==> config.mk <==
export PLATFORM = sky130hd
export DESIGN_NAME = lvlgain_ctrl
export DESIGN_NICKNAME = d
export VERILOG_FILES = /design/src/rtl/lvlgain_pkg.sv /design/src/rtl/lvlgain_cfg.sv /design/src/rtl/lvlgain_det.sv /design/src/rtl/lvlgain_chan.sv /design/src/rtl/lvlgain_ctrl.sv
export SDC_FILE = /design/constraint.sdc
export NUM_CORES = 1
export LEC_CHECK = 0
export BUFFER_PORTS_ARGS = -buffer_cell sky130_fd_sc_hd__buf_4
export CAP_MARGIN = 20
export CELL_PAD_IN_SITES_DETAIL_PLACEMENT = 0
export CELL_PAD_IN_SITES_GLOBAL_PLACEMENT = 2
export CORE_ASPECT_RATIO = 0.5
export CORE_MARGIN = 2
export CORE_UTILIZATION = 38
export DETAILED_ROUTE_END_ITERATION = 10
export HOLD_SLACK_MARGIN = 0.03
export PLACE_DENSITY = 0.91
export REMOVE_ABC_BUFFERS = 1
export SYNTH_ARGS = -nofsm -noshare
export SYNTH_HDL_FRONTEND = slang
export SYNTH_SLANG_ARGS = --single-unit
==> constraint.sdc <==
create_clock -name clk -period 24.3 [get_ports clk]
set_input_delay 3.645 -clock clk [delete_from_list [all_inputs] [get_ports clk]]
set_output_delay 3.645 -clock clk [all_outputs]
set_load 0.02 [all_outputs]
==> src/rtl/lvlgain_pkg.sv <==
// Shared constants and types for the stereo gain controller.
// Assumes two channels; index CH_L is left and CH_R is right.
package lvlgain_pkg;
    localparam int NCH         = 2;
    localparam int CH_L        = 0;
    localparam int CH_R        = 1;
    // Lowest attenuation (dB) a level-control target may request.
    localparam int ALC_MIN_ATT = 3;

    // Per-channel timing phase.
    typedef enum logic [1:0] {
        PH_IDLE  = 2'd0,
        PH_ATK   = 2'd1,
        PH_HOLD  = 2'd2,
        PH_DECAY = 2'd3
    } phase_e;
endpackage

==> src/rtl/lvlgain_cfg.sv <==
// Configuration decode: turns the target code into an attenuation
// (applying the level-control floor), decodes the channel-select field
// into per-channel enables and forms each channel's upper gain bound.
// Assumes all inputs are static relative to the strobe rate.
module lvlgain_cfg
    import lvlgain_pkg::*;
#(
    parameter int GAIN_W = 6,
    parameter int LVL_W  = 7,
    parameter int TGT_W  = 4
) (
    input  logic                         clk,
    input  logic                         rst_n,
    input  logic                         mode_lim,
    input  logic [NCH-1:0]               ch_sel,
    input  logic [TGT_W-1:0]             tgt_code,
    input  logic [GAIN_W-1:0]            gain_max,
    input  logic [NCH-1:0][GAIN_W-1:0]   man_v,
    output logic [NCH-1:0]               auto_en,
    output logic [LVL_W-1:0]             tgt_att,
    output logic [NCH-1:0][GAIN_W-1:0]   ceil_v
);
    localparam int TGT_SPAN = 1 << TGT_W;

    logic [LVL_W-1:0] raw_att;

    // Map the code to attenuation and apply the level-control floor.
    always_comb begin
        raw_att = LVL_W'(TGT_SPAN) - LVL_W'(tgt_code);
        if (!mode_lim && (raw_att < LVL_W'(ALC_MIN_ATT)))
            tgt_att = LVL_W'(ALC_MIN_ATT);
        else
            tgt_att = raw_att;
    end

    // Channel-select decode: bit 1 drives left, bit 0 drives right.
    assign auto_en[CH_L] = ch_sel[1];
    assign auto_en[CH_R] = ch_sel[0];

    // Upper bound per channel: limiter never exceeds the manual code.
    for (genvar ch = 0; ch < NCH; ch++) begin : g_ceil
        assign ceil_v[ch] = (mode_lim && (man_v[ch] < gain_max)) ? man_v[ch] : gain_max;
    end

    AST_ALC_FLOOR: assert property (@(posedge clk) disable iff (!rst_n) (!mode_lim) |-> (tgt_att >= LVL_W'(ALC_MIN_ATT)));
endmodule

==> src/rtl/lvlgain_det.sv <==
// Level comparator: classifies a channel's level against the target
// attenuation. A larger attenuation value means a quieter signal.
// Assumes level and target share the same dB-per-LSB scale.
module lvlgain_det #(
    parameter int LVL_W = 7
) (
    input  logic [LVL_W-1:0] lvl,
    input  logic [LVL_W-1:0] tgt_att,
    output logic             above,
    output logic             below
);
    // Louder than target when attenuation is smaller.
    always_comb begin
        above = (lvl < tgt_att);
        below = (lvl > tgt_att);
    end
endmodule

==> src/rtl/lvlgain_chan.sv <==
// One channel's attack/hold/decay engine and gain register.
// On each strobe it either loads the manual code (channel not enabled)
// or steps the gain by the timing rules, then clamps to [gmin, ceil].
// Assumes gmin <= ceil for the bound to be meaningful; if not, gmin wins.
module lvlgain_chan
    import lvlgain_pkg::*;
#(
    parameter int GAIN_W    = 6,
    parameter int FLD_W     = 4,
    parameter int TICK_BASE = 1
) (
    input  logic              clk,
    input  logic              rst_n,
    input  logic              stb,
    input  logic              auto_en,
    input  logic              above,
    input  logic              below,
    input  logic [FLD_W-1:0]  atk_fld,
    input  logic [FLD_W-1:0]  hold_fld,
    input  logic [FLD_W-1:0]  dcy_fld,
    input  logic [GAIN_W-1:0] gmin,
    input  logic [GAIN_W-1:0] ceil,
    input  logic [GAIN_W-1:0] man,
    output logic [GAIN_W-1:0] gain
);
    localparam int CNT_W = $clog2(TICK_BASE + 1) + (1 << FLD_W);

    phase_e             phase_q, ph_req, ph_nxt;
    logic [CNT_W-1:0]   cnt_q, cnt_base, cnt_inc, cnt_nxt;
    logic [CNT_W-1:0]   per_atk, per_hold, per_dcy, per_sel;
    logic               expire;
    logic [GAIN_W-1:0]  gain_q, raw_gain, hi_lim, gain_nxt;

    // Period lengths in strobes for each timing field.
    always_comb begin
        per_atk  = CNT_W'(TICK_BASE) << atk_fld;
        per_hold = CNT_W'(TICK_BASE) << hold_fld;
        per_dcy  = CNT_W'(TICK_BASE) << dcy_fld;
    end

    // Requested phase from the level class; decay persists while below.
    always_comb begin
        if (above)
            ph_req = PH_ATK;
        else if (below)
            ph_req = ((phase_q == PH_HOLD) || (phase_q == PH_DECAY)) ? phase_q : PH_HOLD;
        else
            ph_req = PH_IDLE;
    end

    // Strobe counter: restarts on phase change, flags period completion.
    always_comb begin
        case (ph_req)
            PH_ATK:   per_sel = per_atk;
            PH_HOLD:  per_sel = per_hold;
            PH_DECAY: per_sel = per_dcy;
            default:  per_sel = '0;
        endcase
        cnt_base = (ph_req == phase_q) ? cnt_q : '0;
        cnt_inc  = cnt_base + CNT_W'(1);
        expire   = (ph_req != PH_IDLE) && (cnt_inc >= per_sel);
    end

    // Phase transition and single-code gain step.
    always_comb begin
        ph_nxt   = ph_req;
        cnt_nxt  = expire ? '0 : cnt_inc;
        raw_gain = gain_q;
        case (ph_req)
            PH_ATK: begin
                if (expire && (gain_q != '0))
                    raw_gain = gain_q - GAIN_W'(1);
            end
            PH_HOLD: begin
                if (expire)
                    ph_nxt = PH_DECAY;
            end
            PH_DECAY: begin
                if (expire && (gain_q != '1))
                    raw_gain = gain_q + GAIN_W'(1);
            end
            default: cnt_nxt = '0;
        endcase
    end

    // Bound the stepped gain: upper limit first, floor has priority.
    always_comb begin
        hi_lim   = (raw_gain > ceil) ? ceil : raw_gain;
        gain_nxt = (hi_lim < gmin) ? gmin : hi_lim;
    end

    // State register: updates only on a strobe.
    always_ff @(posedge clk) begin
        if (!rst_n) begin
            gain_q  <= '0;
            phase_q <= PH_IDLE;
            cnt_q   <= '0;
        end else if (stb) begin
            if (auto_en) begin
                gain_q  <= gain_nxt;
                phase_q <= ph_nxt;
                cnt_q   <= cnt_nxt;
            end else begin
                gain_q  <= man;
                phase_q <= PH_IDLE;
                cnt_q   <= '0;
            end
        end
    end

    assign gain = gain_q;

    AST_GAIN_STABLE: assert property (@(posedge clk) disable iff (!rst_n) (!stb) |=> $stable(gain_q));
    AST_GAIN_BOUND: assert property (@(posedge clk) disable iff (!rst_n) (stb && auto_en && (gmin <= ceil)) |=> ((gain_q >= $past(gmin)) && (gain_q <= $past(ceil))));
    AST_ATK_NO_RISE: assert property (@(posedge clk) disable iff (!rst_n) (stb && auto_en && above && (gain_q >= gmin)) |=> (gain_q <= $past(gain_q)));
    AST_DECAY_ONE_STEP: assert property (@(posedge clk) disable iff (!rst_n) (stb && auto_en && below && (gain_q >= gmin) && (gain_q <= ceil)) |=> ({1'b0, gain_q} <= ({1'b0, $past(gain_q)} + 1'b1)));
endmodule

==> src/rtl/lvlgain_ctrl.sv <==
// Top of the stereo level-control / limiter gain engine. Wires the
// configuration decode, one level comparator and one timing channel per
// amplifier. Assumes level inputs are already in dB-below-full-scale form
// and that the strobe is at most one cycle wide per sample.
module lvlgain_ctrl
    import lvlgain_pkg::*;
#(
    parameter int GAIN_W    = 6,
    parameter int LVL_W     = 7,
    parameter int TGT_W     = 4,
    parameter int FLD_W     = 4,
    parameter int TICK_BASE = 1
) (
    input  logic              clk,
    input  logic              rst_n,
    input  logic              smp_stb,
    input  logic              mode_lim,
    input  logic [1:0]        ch_sel,
    input  logic [TGT_W-1:0]  tgt_code,
    input  logic [FLD_W-1:0]  atk_fld,
    input  logic [FLD_W-1:0]  hold_fld,
    input  logic [FLD_W-1:0]  dcy_fld,
    input  logic [GAIN_W-1:0] gain_min,
    input  logic [GAIN_W-1:0] gain_max,
    input  logic [GAIN_W-1:0] man_gain_l,
    input  logic [GAIN_W-1:0] man_gain_r,
    input  logic [LVL_W-1:0]  lvl_l,
    input  logic [LVL_W-1:0]  lvl_r,
    output logic [GAIN_W-1:0] gain_l,
    output logic [GAIN_W-1:0] gain_r
);
    logic [NCH-1:0][GAIN_W-1:0] man_v, ceil_v, gain_v;
    logic [NCH-1:0][LVL_W-1:0]  lvl_v;
    logic [NCH-1:0]             auto_en, above_v, below_v;
    logic [LVL_W-1:0]           tgt_att;

    // Pack the per-channel ports into indexed vectors.
    assign man_v[CH_L] = man_gain_l;
    assign man_v[CH_R] = man_gain_r;
    assign lvl_v[CH_L] = lvl_l;
    assign lvl_v[CH_R] = lvl_r;

    lvlgain_cfg #(
        .GAIN_W (GAIN_W),
        .LVL_W  (LVL_W),
        .TGT_W  (TGT_W)
    ) cfg_i (
        .clk      (clk),
        .rst_n    (rst_n),
        .mode_lim (mode_lim),
        .ch_sel   (ch_sel),
        .tgt_code (tgt_code),
        .gain_max (gain_max),
        .man_v    (man_v),
        .auto_en  (auto_en),
        .tgt_att  (tgt_att),
        .ceil_v   (ceil_v)
    );

    for (genvar ch = 0; ch < NCH; ch++) begin : g_ch
        lvlgain_det #(
            .LVL_W (LVL_W)
        ) det_i (
            .lvl     (lvl_v[ch]),
            .tgt_att (tgt_att),
            .above   (above_v[ch]),
            .below   (below_v[ch])
        );

        lvlgain_chan #(
            .GAIN_W    (GAIN_W),
            .FLD_W     (FLD_W),
            .TICK_BASE (TICK_BASE)
        ) chan_i (
            .clk      (clk),
            .rst_n    (rst_n),
            .stb      (smp_stb),
            .auto_en  (auto_en[ch]),
            .above    (above_v[ch]),
            .below    (below_v[ch]),
            .atk_fld  (atk_fld),
            .hold_fld (hold_fld),
            .dcy_fld  (dcy_fld),
            .gmin     (gain_min),
            .ceil     (ceil_v[ch]),
            .man      (man_v[ch]),
            .gain     (gain_v[ch])
        );
    end

    assign gain_l = gain_v[CH_L];
    assign gain_r = gain_v[CH_R];

    AST_LIM_CEIL_L: assert property (@(posedge clk) disable iff (!rst_n) (smp_stb && mode_lim && ch_sel[1] && (gain_min <= man_gain_l)) |=> (gain_l <= $past(man_gain_l)));
    AST_LIM_CEIL_R: assert property (@(posedge clk) disable iff (!rst_n) (smp_stb && mode_lim && ch_sel[0] && (gain_min <= man_gain_r)) |=> (gain_r <= $past(man_gain_r)));
    AST_MAN_ROUTE_L: assert property (@(posedge clk) disable iff (!rst_n) (smp_stb && !ch_sel[1]) |=> (gain_l == $past(man_gain_l)));
    AST_MAN_ROUTE_R: assert property (@(posedge clk) disable iff (!rst_n) (smp_stb && !ch_sel[0]) |=> (gain_r == $past(man_gain_r)));
endmodule

==> results of run 1 <==
==> placed cells by master, fill, tap and decap left out, types with 25 or more instances in the layout <==
cell type,n
dfxtp_1,50
buf_4,72
o21ai_0,41
inv_1,39
nor2_1,96
a22o_1,25
nand2_1,70
nand3_1,40
nor3_1,25
a21oi_1,43
ha_1,83
==> state kept, by name, summed over array words and instances, names as in the netlist <==
name                 count
g_ch.chan_i.gain        12
g_ch.chan_i.phase_q      4
g_ch.chan_i.cnt_q       34
==> cells by family (layout without fill, tap and decap cells) <==
group,Yosys count,count (layout)
simple gates,352,352
compound gates,245,245
fa+ha+maj,83,83
buf+inv,72,120
flops,50,50
xor+xnor,38,38
mux,21,21
==> final cells by class <==
class,instances,area (um^2),share of cell area [%]
inverters,39,146,2.01
clock buffers,6,129,1.77
repair buffers,73,546,7.48
clock inverters,2,13.8,0.189
well taps,227,284,3.90
multi-input cells,739,5170,70.9
flip-flops and latches,50,1000,13.7
==> worst reg2reg max path, delay by kind of cell (launching register included) <==
family | cells | cell delay [ps]
and+or+nand+nor | 14 | 3030
xor gates and xnor gates | 1 | 150
DFF | 1 | 340
adders and majority gates | 4 | 1040
buffers and inverters | 3 | 340
AOI/OAI and AO/OA | 15 | 3350
==> per-layer routing <==
layer  vias up  wire length (um)  global-route usage (%)
met2       184              9060                    38.7
li1       3351                 -                       -
met3        11              1010                    3.24
met4         0               158                    3.61
met1      3136             10400                    32.3
met5         -                 0                       0
==> worst max-delay path by stage <==
stage	to	slack [ps]	depth (start not counted)
2_1_floorplan	g_ch[1].chan_i.gain[2]	12060	42
3_3_place_gp	g_ch[1].chan_i.gain[5]	11050	43
3_5_place_dp	g_ch[1].chan_i.gain[3]	10590	43
4_1_cts	g_ch[1].chan_i.gain[3]	10880	43
5_1_grt	g_ch[1].chan_i.gain[4]	10410	43
6_report	g_ch[1].chan_i.gain[5]	11490	43
==> metrics by stage <==
step	total power [mW]	std cells	hold slack [ps]
final	0.288	1136	485
after global routing	0.307	1136	519
after CTS	0.288	1135	488
after detailed placement	0.213	1127	466
after global placement	0.212	1127	464
after floorplan	0.171	828	450
==> power by group through the flow <==
stage	Sequential, mW	Combinational (mW)	Clock (mW)
5_1_grt	0.0910	0.137	0.0783
6_report	0.0904	0.123	0.0741
3_5_place_dp	0.0922	0.121	0
2_1_floorplan	0.0928	0.0785	0
4_1_cts	0.0903	0.122	0.0756
3_3_place_gp	0.0921	0.120	0
==> results.json, run 1 <==
{
  "synth-compound-area-share_pct": 28.0,
  "grt_pass1_vias": 6316,
  "grt_pass1_wl_mm": 33.3,
  "syn_area_um2": 6430,
  "synthMuxAreaShare_pct": 3.31,
  "die_w_um": 188,
  "placed_area_um2": 7140,
  "area_growth_syn_to_layout_pct": 13.3,
  "drt_wl_total_mm": 20.6,
  "period_minus_slack_ps": 12810,
  "end_kind": "register",
  "critPathTopFamily": "compound AO/OA/AOI/OAI gates",
  "cts.sinks": 50,
  "synth.avg_cell_area_um2": 7.47,
  "arrival_ps": 13000,
  "first_pass_iters": 6,
  "postCtsHoldBufs": 0,
  "skew_ps": 9.69,
  "fmax_mhz": 78.1,
  "detailedPlacementHpwl_mm": 16.6,
  "post-place-ws_ps": 10590,
  "ios": 72,
  "clock_tree.buffer_depth": 2,
  "cts.repair.resized": 0,
  "leakagePower_nw": 2.99,
  "path_max_fanout": 10,
  "vias": 6682,
  "synthSimpleGateAreaFrac_pct": 27.6,
  "holdPathStages": 1,
  "cpPeakStageDelay_ps": 530,
  "fin_util_pct": 44.2,
  "ir_drop_mv": 0.0226,
  "synth_edf_count": 0,
  "hold_viol": 0,
  "cts_setup_buffers": 0,
  "rsz0062_at_grt": "no",
  "cpMaxStageDelayCell": "a21oi_1",
  "insertion_delay_ps": 300,
  "p_int_mw": 0.172,
  "via_per_inst": 5.88,
  "cts_tree": "built",
  "relSlewSlack_pct": 36.0,
  "setup_tns_ps": 0,
  "synth_top_area_share_pct": 16.1,
  "antenna_found_initial": 0,
  "path_buf_inv": 4,
  "synth_area_leaders": "ha_1 (16%), dfxtp_1 (16%), nor2_1 (5.6%)",
  "combPwrFrac_pct": 42.9,
  "synth_top_family_by_area": "compound AO/OA/AOI/OAI gates",
  "synth.most_common_cell": "nor2_1",
  "worstRegToRegCells": 37,
  "n_antenna_cell": 0,
  "cts_inserted_buffers": 5,
  "criticalPathCategory": "input pin to register",
  "tightestPinTransition_ps": 952,
  "required_ps": 24490,
  "port_buffers": 71,
  "min_period_over_period_pct": 52.7,
  "synth_async_sr_flop_share_pct": 0,
  "swShare_pct": 40.2,
  "hp-class": "register to register",
  "synthAdderAreaFrac_pct": 16.1,
  "routabilityCongestion": 0.936,
  "synth_cell_types": 74,
  "start_util_pct": 39.1,
  "dieHeight_um": 96.0,
  "ant_nets": 0,
  "synth_seq_cells": 50,
  "path_clk_slew_ps": 70,
  "hold_start": "g_ch[1].chan_i.cnt_q[16]",
  "core_um2": 16500,
  "reg2reg_to": "g_ch[1].chan_i.gain[5]",
  "rr_startpoint": "g_ch[1].chan_i.phase_q[0]",
  "netSwitchingPower_mw": 0.116,
  "final_cell_area_um2": 7290,
  "worst_slack_ps": 11490,
  "whs_endpoint": "g_ch[1].chan_i.cnt_q[16]",
  "syn_inst": 861,
  "rows": 33,
  "grtUsageTotal_pct": 23.1,
  "final_nets": 1051,
  "startpoint": "tgt_code[0]",
  "ys_warn_count": 0,
  "maxSlewViolCount": 0,
  "ctsHtreeMaxLevel": 2,
  "fill_cells": 1710,
  "status": "completed",
  "power_frac_seq_pct": 31.4,
  "r2r_slack_ps": 15980,
  "p_clk_share_pct": 25.7,
  "power.density_nw_per_um2": 39.5,
  "drv_cap": 0,
  "setup.worst_path.start_class": "input pin",
  "gr-total-overflow": 0,
  "synth_flop_cell": "dfxtp_1",
  "finalSetupViolCount": 0,
  "drc": 0,
  "ys_seq_area_share_pct": 15.6,
  "drive_gt1_share_pct": 11.3,
  "ys_top_cells_by_count": "nor2_1 (96), ha_1 (83), nand2_1 (70), dfxtp_1 (50), a21oi_1 (43)",
  "synth_xor_area_share_pct": 5.17,
  "cts_root_buffer": "clkbuf_16",
  "die_area_um2": 18100,
  "drtIter0Drc": 434,
  "wl_per_cell_um": 18.2,
  "yosys.area.top_type": "ha_1",
  "grt_max_degree": 35
}
(Power assumes the default switching activity.)
==> run 2, diff against run 1 <==
--- a/config.mk
+++ b/config.mk
@@ -11,10 +11,10 @@
 export CELL_PAD_IN_SITES_GLOBAL_PLACEMENT = 2
 export CORE_ASPECT_RATIO = 0.5
 export CORE_MARGIN = 2
-export CORE_UTILIZATION = 38
+export CORE_UTILIZATION = 32
 export DETAILED_ROUTE_END_ITERATION = 10
 export HOLD_SLACK_MARGIN = 0.03
-export PLACE_DENSITY = 0.91
+export PLACE_DENSITY = 0.82
 export REMOVE_ABC_BUFFERS = 1
 export SYNTH_ARGS = -nofsm -noshare
 export SYNTH_HDL_FRONTEND = slang
==> constraint.sdc (replaced) <==
create_clock -name clk -period 10.27 [get_ports clk]
set_input_delay 1.5405 -clock clk [delete_from_list [all_inputs] [get_ports clk]]
set_output_delay 1.5405 -clock clk [all_outputs]
set_load 0.02 [all_outputs]
==> run 2 against run 1 <==
Flip-flop and latch count did not move; clock power rose by 140%; power rose by 140%; non-clock buffer count rose by 12; register-to-register slack got worse by 13000 ps; first-iteration DRC count rose by 4.8%; combinational power rose to 2.5 times the previous value; cell area rose by 3.1%; core utilization fell by 5.9 points; via count rose by 1.6%; final cell count rose by 4.6%.
==> results.json, run 2 (synthesis results as in run 1) <==
{
  "detailedPlacementHpwl_mm": 17.0,
  "gr-total-overflow": 0,
  "insertion_delay_ps": 310,
  "path_max_fanout": 7,
  "status": "completed",
  "fmax_mhz": 105,
  "post-place-ws_ps": -160,
  "placed_area_um2": 7280,
  "power.density_nw_per_um2": 93.4,
  "area_growth_syn_to_layout_pct": 16.8,
  "ir_drop_mv": 0.0573,
  "endpoint": "g_ch[1].chan_i.gain[4]",
  "wl_per_cell_um": 17.7,
  "drtIter0Drc": 455,
  "p_total_mw": 0.702,
  "cts_tree": "built",
  "first_pass_iters": 6,
  "path_clk_slew_ps": 70,
  "hold_viol": 0,
  "ant_nets": 0,
  "criticalPathCategory": "input pin to register",
  "port_buffers": 71,
  "start_util_pct": 32.8,
  "finalSetupViolCount": 0,
  "startpoint": "tgt_code[1]",
  "grt_pass1_wl_mm": 33.7,
  "period_minus_slack_ps": 9550,
  "routabilityCongestion": 0.890,
  "cts.sinks": 50,
  "setup_tns_ps": 0,
  "rows": 36,
  "whs_ps": 486,
  "rsz0062_at_grt": "yes",
  "worst_slack_ps": 721,
  "drc": 0,
  "multiInputGateArea_um2": 5250,
  "setup.worst_path.start_class": "input pin",
  "hp-class": "register to register",
  "arrival_ps": 9740,
  "ctsHtreeMaxLevel": 2,
  "fill_cells": 2105,
  "final_nets": 1064,
  "vias": 6788,
  "rr_startpoint": "g_ch[1].chan_i.phase_q[0]",
  "largest_reg_flops": 34,
  "via_per_inst": 5.71,
  "clock_tree.buffer_depth": 2,
  "fin_cells": 1188,
  "worstRegToRegCells": 37,
  "largest-register": "g_ch.chan_i.cnt_q",
  "skew_ps": 16.5,
  "grt_max_degree": 35,
  "dieHeight_um": 104,
  "die_area_um2": 21300,
  "relSlewSlack_pct": 51.6,
  "end_kind": "register",
  "leakagePower_nw": 3.06,
  "min_period_over_period_pct": 93.0,
  "fin_util_pct": 38.3,
  "tightestPinTransition_ps": 718,
  "layout_commonest_cell": "nor2_1",
  "final_cell_area_um2": 7510,
  "drv_cap": 0,
  "core_um2": 19600,
  "postCtsHoldBufs": 0,
  "grtUsageTotal_pct": 19.6,
  "layout_common_cells": "nor2_1 (95), buf_4 (85), ha_1 (83), nand2_1 (70), dfxtp_1 (50)",
  "cts_root_buffer": "clkbuf_16",
  "ios": 72,
  "die_w_um": 205,
  "antenna_found_initial": 0,
  "cp_common_cell": "ha_1",
  "dp_cells": 1178,
  "cts_inserted_buffers": 5,
  "final-seq-area_um2": 1000,
  "required_ps": 10460,
  "cpPeakStageDelay_ps": 470,
  "grt_pass1_vias": 6364,
  "cpMaxStageDelayCell": "or4_1",
  "maxSlewViolCount": 0,
  "drt_wl_total_mm": 21.0,
  "r2r_slack_ps": 2940,
  "reg2reg_to": "g_ch[1].chan_i.gain[4]",
  "n_antenna_cell": 0,
  "drive_gt1_share_pct": 14.1
}
run 2: changes by cell type in the layout (fill, tap and decap cells not counted), sizes merged:
cell      delta
a21oi        +1
buf         +12
clkbuf       -1
clkinv       -1
clkinvlp     +1
inv          +1
run 2: cell type report:
type | count | share of cell area (%)
flip-flops and latches | 50 | 13.3
clock inverters | 3 | 0.333
well taps | 266 | 4.43
repair buffers | 85 | 8.49
multi-input cells | 740 | 69.8
inverters | 39 | 1.95
clock buffers | 5 | 1.67
run 2: critical path, delay by kind of cell:
| kind | cells | cell delay (ps) |
|---|---|---|
| compound gates | 16 | 2920 |
| xor+xnor | 2 | 400 |
| fa+ha+maj | 5 | 1400 |
| buf+inv | 4 | 370 |
| simple gates | 16 | 3070 |
run 2: worst min path at each step:
stage / slack [ps] / to / cells past startpoint / start
2_1_floorplan: 450 / g_ch[0].chan_i.cnt_q[16] / 1 / g_ch[0].chan_i.cnt_q[16]
3_3_place_gp: 460 / g_ch[0].chan_i.cnt_q[16] / 1 / g_ch[0].chan_i.cnt_q[16]
3_5_place_dp: 470 / g_ch[1].chan_i.cnt_q[16] / 1 / g_ch[1].chan_i.cnt_q[16]
4_1_cts: 490 / g_ch[1].chan_i.cnt_q[16] / 1 / g_ch[1].chan_i.cnt_q[16]
5_1_grt: 520 / g_ch[1].chan_i.cnt_q[16] / 1 / g_ch[1].chan_i.cnt_q[16]
6_report: 490 / g_ch[1].chan_i.cnt_q[16] / 1 / g_ch[1].chan_i.cnt_q[16]
run 2: metal layers:
layer | track usage, % | part of all wire [%]
met1 | 29.1 | 51
met2 | 30.8 | 44
met3 | 2.13 | 4.2
met4 | 2.48 | 0.45
met5 | 0 | 0
run 2: timing repair:
item | in CTS | in global routing
resized for setup | 0 | 16
setup endpoints to repair | 0 | 12
buffers inserted | 0 | 1
run 2: report_power, final:
group	total (mW)	switching, mW	internal, mW
Clock	0.179	0.0870	0.0920
Combinational	0.308	0.183	0.126
Sequential	0.214	0.0136	0.200
Total	0.702	0.284	0.418
==> run 3, diff against run 2 <==
--- a/config.mk
+++ b/config.mk
@@ -5,12 +5,13 @@
 export SDC_FILE = /design/constraint.sdc
 export NUM_CORES = 1
 export LEC_CHECK = 0
+export ABC_CLOCK_PERIOD_IN_PS = 10270
 export BUFFER_PORTS_ARGS = -buffer_cell sky130_fd_sc_hd__buf_4
 export CAP_MARGIN = 20
 export CELL_PAD_IN_SITES_DETAIL_PLACEMENT = 0
 export CELL_PAD_IN_SITES_GLOBAL_PLACEMENT = 2
 export CORE_ASPECT_RATIO = 0.5
-export CORE_MARGIN = 2
+export CORE_MARGIN = 4
 export CORE_UTILIZATION = 32
 export DETAILED_ROUTE_END_ITERATION = 10
 export HOLD_SLACK_MARGIN = 0.03
==> run 3 against run 2 <==
Sequential share of layout area down 0.11 points; critical path depth rose by 1; combinational power grew 4%; via count rose by 0.44%; worst hold slack lost 6.8 ps; cell area up 0.85%; clock power about the same; core utilization is 0.33 points higher; wire length rose by 3.9%; global-route usage down 0.81 points; fmax shrank 0.85%; critical endpoint is now g_ch[1].chan_i.gain[2].
==> results.json, run 3 (synthesis results as in run 1) <==
{
  "gr-total-overflow": 0,
  "skew_ps": 17.4,
  "drc": 0,
  "core_um2": 19600,
  "drv_cap": 0,
  "grt_pass1_vias": 6337,
  "path_max_fanout": 7,
  "whs_endpoint": "g_ch[0].chan_i.cnt_q[16]",
  "dieHeight_um": 108,
  "dp_cells": 1183,
  "finalSetupViolCount": 0,
  "port_buffers": 71,
  "ant_nets": 0,
  "largest-register": "g_ch.chan_i.cnt_q",
  "cts.sinks": 50,
  "via_per_inst": 5.71,
  "reg2reg_to": "g_ch[1].chan_i.gain[2]",
  "tightestPinTransition_ps": 713,
  "cts_tree": "built",
  "worstRegToRegCells": 37,
  "ctsHtreeMaxLevel": 2,
  "area_growth_syn_to_layout_pct": 17.8,
  "p_total_mw": 0.713,
  "required_ps": 10480,
  "fin_cells": 1195,
  "layout_commonest_cell": "nor2_1",
  "end_kind": "register",
  "largest_reg_flops": 34,
  "maxSlewViolCount": 0,
  "path_clk_slew_ps": 70,
  "power.density_nw_per_um2": 94.1,
  "drtIter0Drc": 539,
  "ir_drop_mv": 0.0657,
  "start_util_pct": 32.8,
  "cts_root_buffer": "clkbuf_16",
  "hp-class": "register to register",
  "grtUsageTotal_pct": 18.7,
  "ios": 72,
  "cp_common_cell": "ha_1",
  "min_period_over_period_pct": 93.8,
  "drive_gt1_share_pct": 15.1,
  "drt_wl_total_mm": 21.8,
  "r2r_slack_ps": 2890,
  "rows": 36,
  "vias": 6818,
  "arrival_ps": 9840,
  "n_antenna_cell": 0,
  "cpMaxStageDelayCell": "or4_1",
  "routabilityCongestion": 0.909,
  "setup.worst_path.start_class": "input pin",
  "grt_pass1_wl_mm": 34.6,
  "rr_startpoint": "g_ch[1].chan_i.phase_q[0]",
  "die_area_um2": 22600,
  "hold_start": "g_ch[0].chan_i.cnt_q[16]",
  "die_w_um": 209,
  "layout_common_cells": "nor2_1 (95), buf_4 (92), ha_1 (83), nand2_1 (70), dfxtp_1 (50)",
  "detailedPlacementHpwl_mm": 17.6,
  "clock_tree.buffer_depth": 2,
  "fmax_mhz": 104,
  "criticalPathCategory": "input pin to register",
  "holdPathStages": 1,
  "insertion_delay_ps": 320,
  "grt_max_degree": 35,
  "leakagePower_nw": 3.10,
  "cts_inserted_buffers": 5,
  "postCtsHoldBufs": 0,
  "path_buf_inv": 5,
  "critPathTopFamily": "simple AND/OR/NAND/NOR gates",
  "final_nets": 1071,
  "period_minus_slack_ps": 9630,
  "relSlewSlack_pct": 52.4,
  "status": "completed",
  "cpPeakStageDelay_ps": 490,
  "antenna_found_initial": 0,
  "hold_viol": 0,
  "wl_per_cell_um": 18.3,
  "first_pass_iters": 5
}
run 3: final cells by class:
class,count,area (um^2)
clock buffer,5,125
clock inverter,3,21.3
fill,2082,12000
inverter,39,146
multi-input combinational,740,5260
sequential,50,1000
tap,266,333
timing repair buffer,92,691
run 3: how the worst max path moves through the flow:
stage	from	depth (start not counted)	endpoint	slack [ps]
final	tgt_code[0]	44	g_ch[1].chan_i.gain[2]	640
after global routing	tgt_code[0]	43	g_ch[0].chan_i.gain[4]	-10
after CTS	tgt_code[1]	43	g_ch[1].chan_i.gain[2]	9
after detailed placement	tgt_code[0]	44	g_ch[1].chan_i.gain[2]	-300
after global placement	tgt_code[1]	43	g_ch[1].chan_i.gain[5]	80
after floorplan	tgt_code[1]	42	g_ch[1].chan_i.gain[2]	140
run 3: power breakdown:
part | internal [mW] | switching (mW) | leakage (nW)
Combinational | 0.132 | 0.188 | 2.62
Clock | 0.0908 | 0.0889 | 0.0698
Sequential | 0.200 | 0.0137 | 0.407
run 3: worst register-to-register path, delay by kind of cell, from the launching register on:
kind	cells	cell delay, ps
XOR/XNOR	1	140
buffers and inverters	3	290
AO/OA/AOI/OAI	14	2250
flip-flops	1	350
adder cells (fa/ha/maj)	4	960
AND/OR/NAND/NOR	15	3320
run 3: stage by stage:
| stage | utilization, % | setup WS [ps] | TNS [ps] | hold slack (ps) | instance area, um^2 |
|---|---|---|---|---|---|
| finish | 38.7 | 639 | 0 | 479 | 7580 |
| CTS | 38.1 | 8.70 | 0 | 486 | 7460 |
| global route | 38.7 | -9.68 | -9.68 | 495 | 7580 |
| detailed placement | 37.3 | -298 | -1520 | 468 | 7310 |
| global placement | 37.3 | 79.2 | 0 | 464 | 7310 |
| floorplan | - | 136 | 0 | 450 | 6310 |
run 3: layer usage:
layer	up-vias	share of wire, %	track usage, %	wire, um
met1	3248	51	27.2	11000
met2	172	44	30.2	9620
li1	3385	-	-	-
met4	0	0.75	2.67	163
met5	-	0	0	0
met3	13	4.5	2.72	988
run 3: repair_timing:
action	in CTS	in global routing
endpoints found under the setup margin	0	12
setup buffers	0	3
gates resized for setup	0	20
